===== src/rtl/ocp_pkg.sv =====
package ocp_pkg;

    typedef enum logic [1:0] {
        CH_OFF      = 2'd0,
        CH_DRIVE    = 2'd1,
        CH_QUALIFY  = 2'd2,
        CH_TRIPPED  = 2'd3
    } ch_state_e;

    localparam logic [1:0] STAT_OFF = 2'b00;
    localparam logic [1:0] STAT_OC  = 2'b01;
    localparam logic [1:0] STAT_ON  = 2'b11;

endpackage


===== src/rtl/ocp_cmd_hold.sv =====
module ocp_cmd_hold #(
    parameter int N_CH = 4
) (
    input  logic            clk,
    input  logic            rst_n,
    input  logic            cmd_strobe,
    input  logic [N_CH-1:0] cmd_on,
    input  logic [N_CH-1:0] cmd_hi,
    input  logic            cmd_srr,
    output logic [N_CH-1:0] req_on_q,
    output logic [N_CH-1:0] req_hi_q,
    output logic [N_CH-1:0] eff_on,
    output logic            clr_pulse
);

    always_ff @(posedge clk or negedge rst_n) begin
        if (!rst_n) begin
            req_on_q <= '0;
            req_hi_q <= '0;
        end else if (cmd_strobe) begin
            req_on_q <= cmd_on;
            req_hi_q <= cmd_hi;
        end
    end

    // request as it will stand after this edge
    always_comb begin
        eff_on    = cmd_strobe ? cmd_on : req_on_q;
        clr_pulse = cmd_strobe & cmd_srr;
    end


    req_hold_chk: assert property (@(posedge clk) disable iff (!rst_n)
        !cmd_strobe |=> $stable(req_on_q) && $stable(req_hi_q));

endmodule


===== src/rtl/ocp_chan_fsm.sv =====
module ocp_chan_fsm
    import ocp_pkg::*;
#(
    parameter int TRIP_DELAY = 8
) (
    input  logic       clk,
    input  logic       rst_n,
    input  logic       oc,
    input  logic       eff_on,
    input  logic       clr,
    input  logic       side_hi,
    output logic       hs,
    output logic       ls,
    output logic [1:0] status,
    output logic       tripped
);

    localparam int CW = $clog2(TRIP_DELAY + 1);
    localparam logic [CW-1:0] LAST = CW'(TRIP_DELAY - 1);

    ch_state_e     state_q, state_d;
    logic [CW-1:0] cnt_q, cnt_d;

    always_ff @(posedge clk or negedge rst_n) begin
        if (!rst_n) begin
            state_q <= CH_OFF;
            cnt_q   <= '0;
        end else begin
            state_q <= state_d;
            cnt_q   <= cnt_d;
        end
    end

    always_comb begin
        state_d = state_q;
        cnt_d   = '0;
        unique case (state_q)
            CH_OFF: begin
                if (eff_on) state_d = CH_DRIVE;               // go_drive
            end
            CH_DRIVE: begin
                if (!eff_on) begin
                    state_d = CH_OFF;                         // go_off
                end else if (oc) begin
                    if (LAST == '0) begin
                        state_d = CH_TRIPPED;                 // trip
                    end else begin
                        state_d = CH_QUALIFY;                 // arm
                        cnt_d   = CW'(1);
                    end
                end
            end
            CH_QUALIFY: begin
                if (!eff_on) begin
                    state_d = CH_OFF;                         // go_off
                end else if (!oc) begin
                    state_d = CH_DRIVE;                       // disarm
                end else if (cnt_q == LAST) begin
                    state_d = CH_TRIPPED;                     // trip
                end else begin
                    cnt_d = cnt_q + CW'(1);
                end
            end
            CH_TRIPPED: begin
                if (clr) state_d = eff_on ? CH_DRIVE : CH_OFF; // release
            end
            default: state_d = CH_OFF;
        endcase
    end

    always_comb begin
        hs      = 1'b0;
        ls      = 1'b0;
        status  = STAT_OFF;
        tripped = 1'b0;
        unique case (state_q)
            CH_OFF: ;
            CH_DRIVE, CH_QUALIFY: begin
                hs     = side_hi;
                ls     = !side_hi;
                status = STAT_ON;
            end
            CH_TRIPPED: begin
                status  = STAT_OC;
                tripped = 1'b1;
            end
            default: ;
        endcase
    end


    full_delay_chk: assert property (@(posedge clk) disable iff (!rst_n)
        $rose(tripped) |-> $past(oc) && ($past(cnt_q) == LAST));


    restart_chk: assert property (@(posedge clk) disable iff (!rst_n)
        (state_q == CH_QUALIFY && !oc) |=> cnt_q == '0);


    both_off_chk: assert property (@(posedge clk) disable iff (!rst_n)
        tripped |-> !hs && !ls);


    latch_hold_chk: assert property (@(posedge clk) disable iff (!rst_n)
        (tripped && !clr) |=> tripped);


    off_no_arm_chk: assert property (@(posedge clk) disable iff (!rst_n)
        (state_q == CH_OFF) |=> (state_q != CH_QUALIFY) && !tripped);

endmodule


===== src/rtl/ocp_status_pack.sv =====
module ocp_status_pack #(
    parameter int N_CH = 4
) (
    input  logic [N_CH-1:0]   trip_vec,
    input  logic [1:0]        stat_arr [N_CH],
    output logic [2*N_CH-1:0] ch_status,
    output logic              oc_global
);

    for (genvar g = 0; g < N_CH; g++) begin : g_pack
        assign ch_status[2*g +: 2] = stat_arr[g];
    end

    assign oc_global = |trip_vec;

endmodule


===== src/rtl/ocp_latch_ctrl.sv =====
module ocp_latch_ctrl
    import ocp_pkg::*;
#(
    parameter int N_CH       = 4,
    parameter int TRIP_DELAY = 8
) (
    input  logic              clk,
    input  logic              rst_n,
    input  logic [N_CH-1:0]   oc_flag,
    input  logic              cmd_strobe,
    input  logic [N_CH-1:0]   cmd_on,
    input  logic [N_CH-1:0]   cmd_hi,
    input  logic              cmd_srr,
    output logic [N_CH-1:0]   hs_en,
    output logic [N_CH-1:0]   ls_en,
    output logic [2*N_CH-1:0] ch_status,
    output logic              oc_global
);

    logic [N_CH-1:0] req_on_q, req_hi_q, eff_on, trip_vec;
    logic            clr_pulse;
    logic [1:0]      stat_arr [N_CH];

    ocp_cmd_hold #(.N_CH(N_CH)) u_cmd (
        .clk        (clk),
        .rst_n      (rst_n),
        .cmd_strobe (cmd_strobe),
        .cmd_on     (cmd_on),
        .cmd_hi     (cmd_hi),
        .cmd_srr    (cmd_srr),
        .req_on_q   (req_on_q),
        .req_hi_q   (req_hi_q),
        .eff_on     (eff_on),
        .clr_pulse  (clr_pulse)
    );

    for (genvar g = 0; g < N_CH; g++) begin : g_ch
        ocp_chan_fsm #(.TRIP_DELAY(TRIP_DELAY)) u_fsm (
            .clk     (clk),
            .rst_n   (rst_n),
            .oc      (oc_flag[g]),
            .eff_on  (eff_on[g]),
            .clr     (clr_pulse),
            .side_hi (req_hi_q[g]),
            .hs      (hs_en[g]),
            .ls      (ls_en[g]),
            .status  (stat_arr[g]),
            .tripped (trip_vec[g])
        );
    end

    ocp_status_pack #(.N_CH(N_CH)) u_pack (
        .trip_vec  (trip_vec),
        .stat_arr  (stat_arr),
        .ch_status (ch_status),
        .oc_global (oc_global)
    );


    no_shoot_through_chk: assert property (@(posedge clk) disable iff (!rst_n)
        (hs_en & ls_en) == '0);


    off_follows_cmd_chk: assert property (@(posedge clk) disable iff (!rst_n)
        (cmd_strobe && !cmd_srr && cmd_on == '0) |=> ((hs_en | ls_en) == '0));


    release_chk: assert property (@(posedge clk) disable iff (!rst_n)
        (cmd_strobe && cmd_srr) |=> !$past(oc_global) || ($countones(trip_vec) <= $countones($past(trip_vec))));

endmodule


===== config.mk =====
export PLATFORM = sky130hd
export DESIGN_NAME = ocp_latch_ctrl
export DESIGN_NICKNAME = d
export VERILOG_FILES = /design/src/rtl/ocp_pkg.sv /design/src/rtl/ocp_cmd_hold.sv /design/src/rtl/ocp_chan_fsm.sv /design/src/rtl/ocp_status_pack.sv /design/src/rtl/ocp_latch_ctrl.sv
export SDC_FILE = /design/constraint.sdc
export NUM_CORES = 1
export LEC_CHECK = 0
export ABC_CLOCK_PERIOD_IN_PS = 1950
export CAP_MARGIN = 20
export CORE_MARGIN = 2
export CORE_UTILIZATION = 48
export CTS_CLUSTER_SIZE = 40
export DETAILED_ROUTE_END_ITERATION = 7
export PLACE_DENSITY = 0.73
export SYNTH_ARGS = -nofsm -noshare
export SYNTH_HDL_FRONTEND = slang
export SYNTH_SLANG_ARGS = --single-unit

===== constraint.sdc =====
create_clock -name clk -period 1.95 [get_ports clk]
set_clock_uncertainty 0.2 [all_clocks]
set_input_delay 0.39 -clock clk [delete_from_list [all_inputs] [get_ports clk]]
set_output_delay 0.39 -clock clk [all_outputs]
set_load 0.02 [all_outputs]

# Word-level counts from Yosys, hierarchy flattened
# Cells that the tools add are included.
[op_classes]
n_addsub = 4
muxes = 77
n_reduce_logical = 17
eq_ne = 32
bitwise_logic = 1
[op_table]
columns = ["operator", "n"]
rows = [
  ["$mux W4", 17],
  ["$mux W2", 28],
  ["$pmux W2 S4", 4],
  ["$pmux W4 S2", 4],
  ["$mux W1", 20],
  ["$add A4 B1 Y4 const B", 4],
  ["$eq A2 B2 Y1 const B", 8],
  ["$eq A4 B3 Y1 const B", 4],
  ["$ne A2 B2 Y1 const B", 8],
  ["$ne A4 B3 Y1 const B", 4],
  ["$pmux W2 S2", 4],
  ["$reduce_and A4 Y1", 4],
  ["$ne A3 B3 Y1 const B", 4],
  ["$eq A2 B1 Y1 const B", 4],
  ["$logic_not A2 Y1", 4],
  ["$reduce_or A2 Y1", 4],
  ["$logic_not A1 Y1", 4],
  ["$reduce_or A4 Y1", 1],
  ["$and A1 B1 Y1", 1],
]
[word_totals]
wordCells = 141
out_inout_bits = 17
register_bits = 32
input_bits = 16

# Depth between registers and ports, before layout
# Gate-level depths: netlist of run 1.
[logic_depth]
ltp_word = 5
mapped_depth = 6

# Hierarchy
# A second synthesis of run 1 with hierarchy kept.
[unflattened]
cells_unflattened = 196
hier_area_um2 = 2048.2
[modules_own_cells]
columns = ["module", "area_each_um2", "cells_each", "seq_area_each_um2", "instances"]
rows = [
  ["ocp_chan_fsm at g_ch[0].u_fsm ...", 414.1, 44, 150.1, 3],
  ["ocp_chan_fsm at g_ch[3].u_fsm", 399.1, 37, 150.1, 1],
  ["ocp_cmd_hold", 339.1, 18, 200.2, 1],
  ["ocp_status_pack", 67.6, 9, 0.0, 1],
]

# Least setup slack after synthesis of run 1
# Ideal clock, no wire load.
[synth_path]
path_type = "input port to flip-flop"
startpoint = "input port cmd_strobe"
endpoint = "register g_ch[2].u_fsm.state_q[0]"
arrival_time_ns = 1.609
cell_stages = 6
required_time_ns = 1.624
slack_ns = 0.015
setup_time_ns = 0.126
path_buffers = 1
cell_sequence = "buf_6 > mux2i_4 > inv_2 > nand4_2 > or3b_1 > o32a_1"
[synth_via]
elab_chain_len = 4
[synth_lines]
columns = ["element", "line_no", "text"]
rows = [
  ["start: declaration", "ocp_latch_ctrl.sv:10", "input logic cmd_strobe,"],
  ["$mux W4 *", "--", ""],
  ["named net g_ch[2].u_fsm.eff_on", "ocp_chan_fsm.sv:9", "input logic eff_on,"],
  ["$mux W1", "ocp_chan_fsm.sv:65", "if (clr) state_d = eff_on ? CH_DRIVE : CH_OFF;"],
  ["$mux W2", "ocp_chan_fsm.sv:65", ""],
  ["$pmux W2 S4", "ocp_chan_fsm.sv:37", "unique case (state_q)"],
  ["end signal: assignment", "ocp_chan_fsm.sv:29", "state_q <= state_d;"],
  ["end: declaration", "ocp_chan_fsm.sv:21", "ch_state_e state_q, state_d;"],
]
# Mark *: on every way through the listed nets, which the timed path passes. The rest lies on a longest branch. The select of a mux whose other input is x is not followed.
# A chain may end at the register's enable or synchronous reset.

# Worst setup path after layout of run 1
[layout_path]
startpoint = "register g_ch[3].u_fsm.state_q[1]"
endpoint = "output port oc_global"
[layout_via]
elab_chain_len = 3
[layout_lines]
columns = ["element", "line_no", "text"]
rows = [
  ["start: declaration", "ocp_chan_fsm.sv:21", ""],
  ["start signal: assignment", "ocp_chan_fsm.sv:29", ""],
  ["$eq A2 B2 Y1", "ocp_chan_fsm.sv:76", "unique case (state_q)"],
  ["$mux W1", "ocp_chan_fsm.sv:76", ""],
  ["$reduce_or A4 Y1", "ocp_status_pack.sv:14", "assign oc_global = |trip_vec;"],
  ["end: declaration", "ocp_latch_ctrl.sv:17", "output logic oc_global"],
]
# No other way between the ends.

==> reports/metrics.yaml, run 1 <==
run_status:
  status: "finished, violations left"
  violations: "negative setup slack"
yosys:
  synth.distinct_cells: 37
  postSynthRegisterBits: 32
  synth.largest_area_cell: "sky130_fd_sc_hd__dfrtp_1"
  synth_area_mm2: 0.002023
  syn_nets: 243
  netlist_top_cells_area: "sky130_fd_sc_hd__dfrtp_1 40%, sky130_fd_sc_hd__ha_1 15%, sky130_fd_sc_hd__inv_1 3.9%"
  synth-edff-count: 0
  synth-seq-area-share: 0.3958
  most_common_cell_in_the_synthesized_netlist: "sky130_fd_sc_hd__dfrtp_1"
  async_reset_ff_frac: 1.000
  synth_warnings: 0
  netlist_top_cells_count: "32 x sky130_fd_sc_hd__dfrtp_1, 24 x sky130_fd_sc_hd__ha_1, 21 x sky130_fd_sc_hd__inv_1, 10 x sky130_fd_sc_hd__nor2_1, 9 x sky130_fd_sc_hd__nand2_1"
  postSynth.topFlopCell: "sky130_fd_sc_hd__dfrtp_1"
  post-synth-top-area-fraction: 0.3958
  postSynthAreaPerCell_um2: 9.966
  postSynthCellCount: 203
setup_path:
  cp_data_arrival_time_ns: 1.55
  worst-r2r-setup-slack_ns: -0.04
  timing_worst_setup_path_type: "flip-flop to primary output"
  path_max_fanout: 2
  critical_path_required_ns: 1.36
  worst_setup_path_end_kind: "primary output"
  critical_path.startpoint_type: "flip-flop"
timing:
  count_of_endpoints_failing_setup_in_the_final_report: 12
  worst_slew_pin_slew_ns: 0.4214
  grt_setup_unrepaired: "yes"
  timing.hold.ws_ns: 0.3052
  setup_total_negative_slack_ns: -0.4466
  worst_slack_ns: -0.1899
  final-hold-violation-count: 0
  layout_worst_path_cycle_share: 1.097
  report.final.slew_viol_count: 0
  fmaxAchievable_mhz: 467.3
  finalWorstPathRequiredPeriod_ns: 2.140
  worst_slew_margin_rel: 0.7191
power:
  totalPowerFinal_mw: 4.123
  ir_drop_worst_case_vdd_mv: 0.8525
  p_per_area_mw_per_mm2: 1313
  power.leakage_nw: 1.466
clock_network:
  buffer_depth_of_the_longest_clock_path: 2
  clockRootBuffer: "sky130_fd_sc_hd__clkbuf_8"
  cts_hold_buf: 0
  clkLatencyLatePin_ns: 0.29
  cts_made_buffers: 5
  htree_num_levels: 2
  clk_transition_reported_paths_ns: 0.07
  cts_tree: "built"
  cts_sinks: 32
floorplanning:
  die_w_um: 68.92
  initial_utilization: 0.5022
  die-height_um: 68.92
  core_area_mm2: 0.004029
  floorplan.die_area_mm2: 0.004750
  ios: 33
  std_cell_rows: 23
detailed_routing:
  firstDrtPassIters: 4
  drc: 0
  num_vias: 1768
  iteration_0_drc_markers: 106
  remaining_antenna_violation_count_after_routing: 0
  wl_per_cell_um: 15.22
  avgViaCountPerCell: 5.231
  drt_wl_total_um: 5146
global_routing:
  grt_pass1_wl_um: 7465
  grt_max_degree: 33
  antenna_found_initial: 0
  grt_pass1_vias: 1701
  overflow: 0
  global_route.usage.total: 0.2173
placed_design:
  placement.io_buffers: 32
  place_worst_setup_slack_ns: -0.5255
  gp_congestion: 0.8552
  detailedPlacementHpwl_um: 3194
cells_and_area:
  area_added_between_synthesis_and_finish_pct: 55.23
  finish.net_count: 328
  num_antenna_cells: 0
  final_layout_size_suffix_gt1_frac: 0.4757
  layout.core_utilization: 0.7795
run:
  cap_violations: 0
min_path:
  worstHoldPathType: "input pin to asynchronous set/reset pin"
## placed cells by master, fill, tap and decap left out, types with 4 or more instances in the layout
cell / instances
sky130_fd_sc_hd__a21oi_1: 7
sky130_fd_sc_hd__buf_4: 50
sky130_fd_sc_hd__buf_6: 17
sky130_fd_sc_hd__clkbuf_2: 4
sky130_fd_sc_hd__clkbuf_8: 5
sky130_fd_sc_hd__clkdlybuf4s50_1: 14
sky130_fd_sc_hd__dfrtp_1: 32
sky130_fd_sc_hd__ha_1: 8
sky130_fd_sc_hd__ha_2: 6
sky130_fd_sc_hd__ha_4: 10
sky130_fd_sc_hd__inv_1: 11
sky130_fd_sc_hd__inv_2: 6
sky130_fd_sc_hd__inv_4: 8
sky130_fd_sc_hd__mux2_1: 4
sky130_fd_sc_hd__mux2i_1: 5
sky130_fd_sc_hd__nand2_1: 6
sky130_fd_sc_hd__nand3_1: 7
sky130_fd_sc_hd__nand3b_1: 4
sky130_fd_sc_hd__nor2_1: 10
sky130_fd_sc_hd__nor3_1: 5
sky130_fd_sc_hd__xnor2_1: 4
## repair_timing
item,CTS,global route
setup buffers,2,8
endpoints found under the setup margin,25,25
cloned,0,0
pin swaps,7,11
resized for setup,111,56
## kinds of logic (layout without fill, tap and decap cells)
logic type | count (synthesis) | count (layout) | share of synthesized area
AOI/OAI and AO/OA | 28 | 28 | 0.08411
xor gates and xnor gates | 7 | 7 | 0.03030
adders and majority gates | 24 | 24 | 0.1484
buffers and inverters | 35 | 120 | 0.08410
DFF | 32 | 32 | 0.3958
muxes | 14 | 14 | 0.07978
and+or+nand+nor | 63 | 63 | 0.1775
## critical path, stage by stage, from the launching register on
cell and delay [ns]:
sky130_fd_sc_hd__dfrtp_1 0.42, sky130_fd_sc_hd__ha_2 0.21, sky130_fd_sc_hd__or4_4 0.49, sky130_fd_sc_hd__buf_6 0.15
## routing by layer
metal  vias up  routed length (µm)  track usage
met2        44                2614       0.3654
met5         -                   0            0
met3         5                 189      0.05844
li1        856                   -            -
met4         0                  59      0.08088
met1       863                2283       0.2658
## path summary, 6_finish.rpt
path,end,depth (start not counted),start
min,u_cmd.req_on_q[3],2,rst_n
min reg2reg,g_ch[0].u_fsm.cnt_q[3],2,g_ch[0].u_fsm.cnt_q[3]
min in group clk,g_ch[0].u_fsm.cnt_q[3],2,g_ch[0].u_fsm.cnt_q[3]
max,oc_global,3,g_ch[3].u_fsm.state_q[1]
max in group asynchronous,g_ch[2].u_fsm.cnt_q[2],2,rst_n
max reg2reg,g_ch[2].u_fsm.state_q[0],8,g_ch[2].u_fsm.state_q[0]
## flip-flops by register name, indices dropped and copies added (netlist names)
| name | cells |
|---|---|
| u_cmd.req_on_q | 4 |
| g_ch.u_fsm.cnt_q | 16 |
| g_ch.u_fsm.state_q | 8 |
| u_cmd.req_hi_q | 4 |
## power breakdown
group	internal, mW	switching [mW]	leakage, nW	total (mW)
logic	1.50	1.29	1.01	2.79
clock network	0.242	0.241	0.0410	0.483
registers	0.768	0.0850	0.416	0.853
total	2.51	1.61	1.47	4.12
## cell type report
cell class,count,area (µm²)
fill,243,888.4
tap,50,62.56
inverter,25,113.9
sequential,32,800.8
timing repair buffer,88,745.7
clock inverter,1,5.005
multi-input combinational,136,1340
clock buffer,6,72.57
## through the flow
| step | cell area, µm² | std cells |
|---|---|---|
| 6_report | 3141 | 338 |
| 5_1_grt | 3141 | 338 |
| 4_1_cts | 2917 | 333 |
| 3_5_place_dp | 2698 | 324 |
| 3_3_place_gp | 2698 | 324 |
| 2_1_floorplan | 2023 | 203 |
No activity file was read; power rests on OpenSTA's default activity.
==> run 2: changes to the inputs <==
Settings changed: GPL_TIMING_DRIVEN set to 0.
==> run 2 against run 1 <==
  * The flow still finishes with violations (negative setup slack)
  * Power down 5.2%
  * Highest routed layer unchanged
  * Clock power up 8.5%
  * Final cell count decreased by 6.2%
  * Fmax down 0.43%
  * Clock-buffer cell count increased by 2
  * Non-clock buffer count fell by 22
  * Hold slack lost 0.032 ns
  * Core utilization is 4.7 points lower
  * Sequential share of layout area rose by 1.6 points
  * Setup slack lost 0.0092 ns
  * Critical path type unchanged
==> reports/metrics.yaml, run 2 (synthesized netlist as in run 1, its figures left out) <==
timing:
  report.final.slew_viol_count: 0  # unchanged
  timing.hold.ws_ns: 0.2732  # was 0.3052 ns
  worst_slew_pin_slew_ns: 0.7024  # was 0.4214 ns
  worst_slack_ns: -0.1991  # was -0.1899 ns
  setup_total_negative_slack_ns: -0.3138  # was -0.4466 ns
  layout_worst_path_cycle_share: 1.102  # was 1.097
  grt_setup_unrepaired: "yes"  # unchanged
  final-hold-violation-count: 0  # unchanged
  worst_slew_margin_rel: 0.5317  # was 0.7191
  count_of_endpoints_failing_setup_in_the_final_report: 7  # was 12
  finalWorstPathRequiredPeriod_ns: 2.149  # was 2.140 ns
  fmaxAchievable_mhz: 465.3  # was 467.3 MHz
power:
  p_per_area_mw_per_mm2: 1324  # was 1313 mW/mm²
  totalPowerFinal_mw: 3.908  # was 4.123 mW
  ir_drop_worst_case_vdd_mv: 1.009  # was 0.8525 mV
  power.leakage_nw: 1.343  # was 1.466 nW
detailed_routing:
  wl_per_cell_um: 14.78  # was 15.22 µm
  drc: 0  # unchanged
  remaining_antenna_violation_count_after_routing: 0  # unchanged
  firstDrtPassIters: 4  # unchanged
  drt_wl_total_um: 4686  # was 5146 µm
  avgViaCountPerCell: 5.057  # was 5.231
  num_vias: 1603  # was 1,768
  iteration_0_drc_markers: 94  # was 106
placed_design:
  gp_congestion: 0.7953  # was 0.8552
  place_worst_setup_slack_ns: -0.4034  # was -0.5255 ns
  detailedPlacementHpwl_um: 2659  # was 3194 µm
  dpl-instance-area_mm2: 0.002391  # was 0.002698 mm²
  placement.io_buffers: 31  # was 32
  placed_cells_incl_taps: 284  # was 324
run_status:
  status: "finished, violations left"  # unchanged
  violations: "negative setup slack"  # unchanged
cells_and_area:
  area_added_between_synthesis_and_finish_pct: 45.95  # was 55.23%
  largest_register_ff_count: 16  # unchanged
  layout.cells.most_common: "sky130_fd_sc_hd__dfrtp_1"  # was sky130_fd_sc_hd__buf_4
  layout.core_utilization: 0.7329  # was 0.7795
  largest_registers_ranked_by_flip_flop_count: "g_ch.u_fsm.cnt_q: 16 flops, g_ch.u_fsm.state_q: 8 flops"  # unchanged
  area.sequential_um2: 800.8  # unchanged
  finish.net_count: 306  # was 328
  final.fill_count: 270  # was 243
  num_antenna_cells: 0  # unchanged
  regMostFlops: "g_ch.u_fsm.cnt_q"  # unchanged
  mostFrequentLayoutCells: "32 x sky130_fd_sc_hd__dfrtp_1, 30 x sky130_fd_sc_hd__buf_4, 13 x sky130_fd_sc_hd__buf_6, 12 x sky130_fd_sc_hd__inv_2, 12 x sky130_fd_sc_hd__clkdlybuf4s50_1"  # was 50 x sky130_fd_sc_hd__buf_4, 32 x sky130_fd_sc_hd__dfrtp_1, 17 x sky130_fd_sc_hd__buf_6, 14 x sky130_fd_sc_hd__clkdlybuf4s50_1, 11 x sky130_fd_sc_hd__inv_1
  final_layout_size_suffix_gt1_frac: 0.4345  # was 0.4757
  post-route-cell-area_mm2: 0.002953  # was 0.003141 mm²
  finish.cell_count_without_fillers: 317  # was 338
  area_taken_by_multi_input_logic_gates_mm2: 0.001326  # was 0.001340 mm²
floorplanning:
  std_cell_rows: 23  # unchanged
  floorplan.die_area_mm2: 0.004750  # unchanged
  ios: 33  # unchanged
  die_w_um: 68.92  # unchanged
  initial_utilization: 0.5022  # unchanged
  core_area_mm2: 0.004029  # unchanged
  die-height_um: 68.92  # unchanged
global_routing:
  antenna_found_initial: 0  # unchanged
  overflow: 0  # unchanged
  gr-max-usage-layer: "met2"  # unchanged
  grt_pass1_vias: 1517  # was 1,701
  grt_pass1_wl_um: 6658  # was 7465 µm
  global_route.usage.total: 0.1904  # was 0.2173
  grt_max_degree: 33  # unchanged
  grt_util_met2: 0.3197  # was 0.3654
  grt_use_met3: 0.04708  # was 0.05844
  met1_usage: 0.2380  # was 0.2658
run:
  cap_violations: 0  # unchanged
setup_path:
  critPathTopFamily: "simple AND/OR/NAND/NOR gates"  # unchanged
  worst_path_largest_cell_delay_ns: 0.53  # was 0.49 ns
  timing_worst_setup_path_type: "flip-flop to primary output"  # unchanged
  critPathSlowestCell: "sky130_fd_sc_hd__or4_4"  # unchanged
  critical_path.startpoint_type: "flip-flop"  # unchanged
  cp_data_arrival_time_ns: 1.56  # was 1.55 ns
  critical_path_required_ns: 1.36  # about the same
  path_max_fanout: 3  # was 2
  critical_path.cell_chain: "ha_2 -> or4_4 -> buf_6"  # unchanged
  timing.critical_path.buf_inv: 1  # unchanged
  worst_setup_path_end_kind: "primary output"  # unchanged
min_path:
  worstHoldPathType: "input pin to flip-flop"  # was input pin to asynchronous set/reset pin
clock_network:
  cts_made_buffers: 5  # unchanged
  clkLatencyLatePin_ns: 0.28  # was 0.29 ns
  clockRootBuffer: "sky130_fd_sc_hd__clkbuf_8"  # unchanged
  cts_tree: "built"  # unchanged
  htree_num_levels: 2  # unchanged
  buffer_depth_of_the_longest_clock_path: 2  # unchanged
  clk_transition_reported_paths_ns: 0.06  # was 0.07 ns
  cts_sinks: 32  # unchanged
## run 2: area by class of cell
type | count | share of cell area
timing repair buffer | 64 | 0.1890
inverter | 25 | 0.03347
clock buffer | 8 | 0.03051
buffer | 2 | 0.005508
sequential | 32 | 0.2712
tap | 50 | 0.02119
multi-input combinational | 136 | 0.4492
## run 2: metal layers
layer  part of all wire  vias to the layer above
met4             0.0066                        0
met3              0.033                        3
met2               0.53                       30
met1               0.43                      761
met5                  0                        -
li1                   -                      809
## run 2: final timing paths
kind / from / endpoint / slack, ns / cells past startpoint
max in group asynchronous: rst_n / u_cmd.req_on_q[1] / 0.60 / 2
setup reg to reg: g_ch[0].u_fsm.state_q[1] / g_ch[0].u_fsm.state_q[1] / -0.01 / 8
min in group asynchronous: rst_n / u_cmd.req_hi_q[0] / 0.49 / 2
hold / removal: cmd_strobe / u_cmd.req_on_q[2] / 0.27 / 3
hold reg to reg: u_cmd.req_hi_q[0] / u_cmd.req_hi_q[0] / 0.35 / 1
setup / recovery: g_ch[1].u_fsm.state_q[1] / oc_global / -0.20 / 3
## run 2: worst register-to-register path: cells and delay by family, from the launching register on
kind	cells	cell delay [ns]
compound gates	2	0.26
simple gates	1	0.15
fa+ha+maj	1	0.19
mux	1	0.31
flops	1	0.41
buf+inv	3	0.34
## run 2: what timing repair did
action,in CTS,in global routing
gates resized for setup,103,45
hold endpoints to repair,32,0
pin swaps,10,11
hold buffers,1,0
setup buffers,20,13
endpoints found under the setup margin,21,17
## run 2: power by group
group	leakage, nW	internal (mW)	switching (mW)
combinational	0.881	1.34	1.18
sequential	0.416	0.768	0.101
clock	0.0455	0.288	0.237
total	1.34	2.39	1.51
==> run 3: changes to the inputs <==
Settings changed: GPL_ROUTABILITY_DRIVEN set to 0.
==> results of run 3 <==
Same layout as run 2: the final DEF is identical, and so are final timing and power.
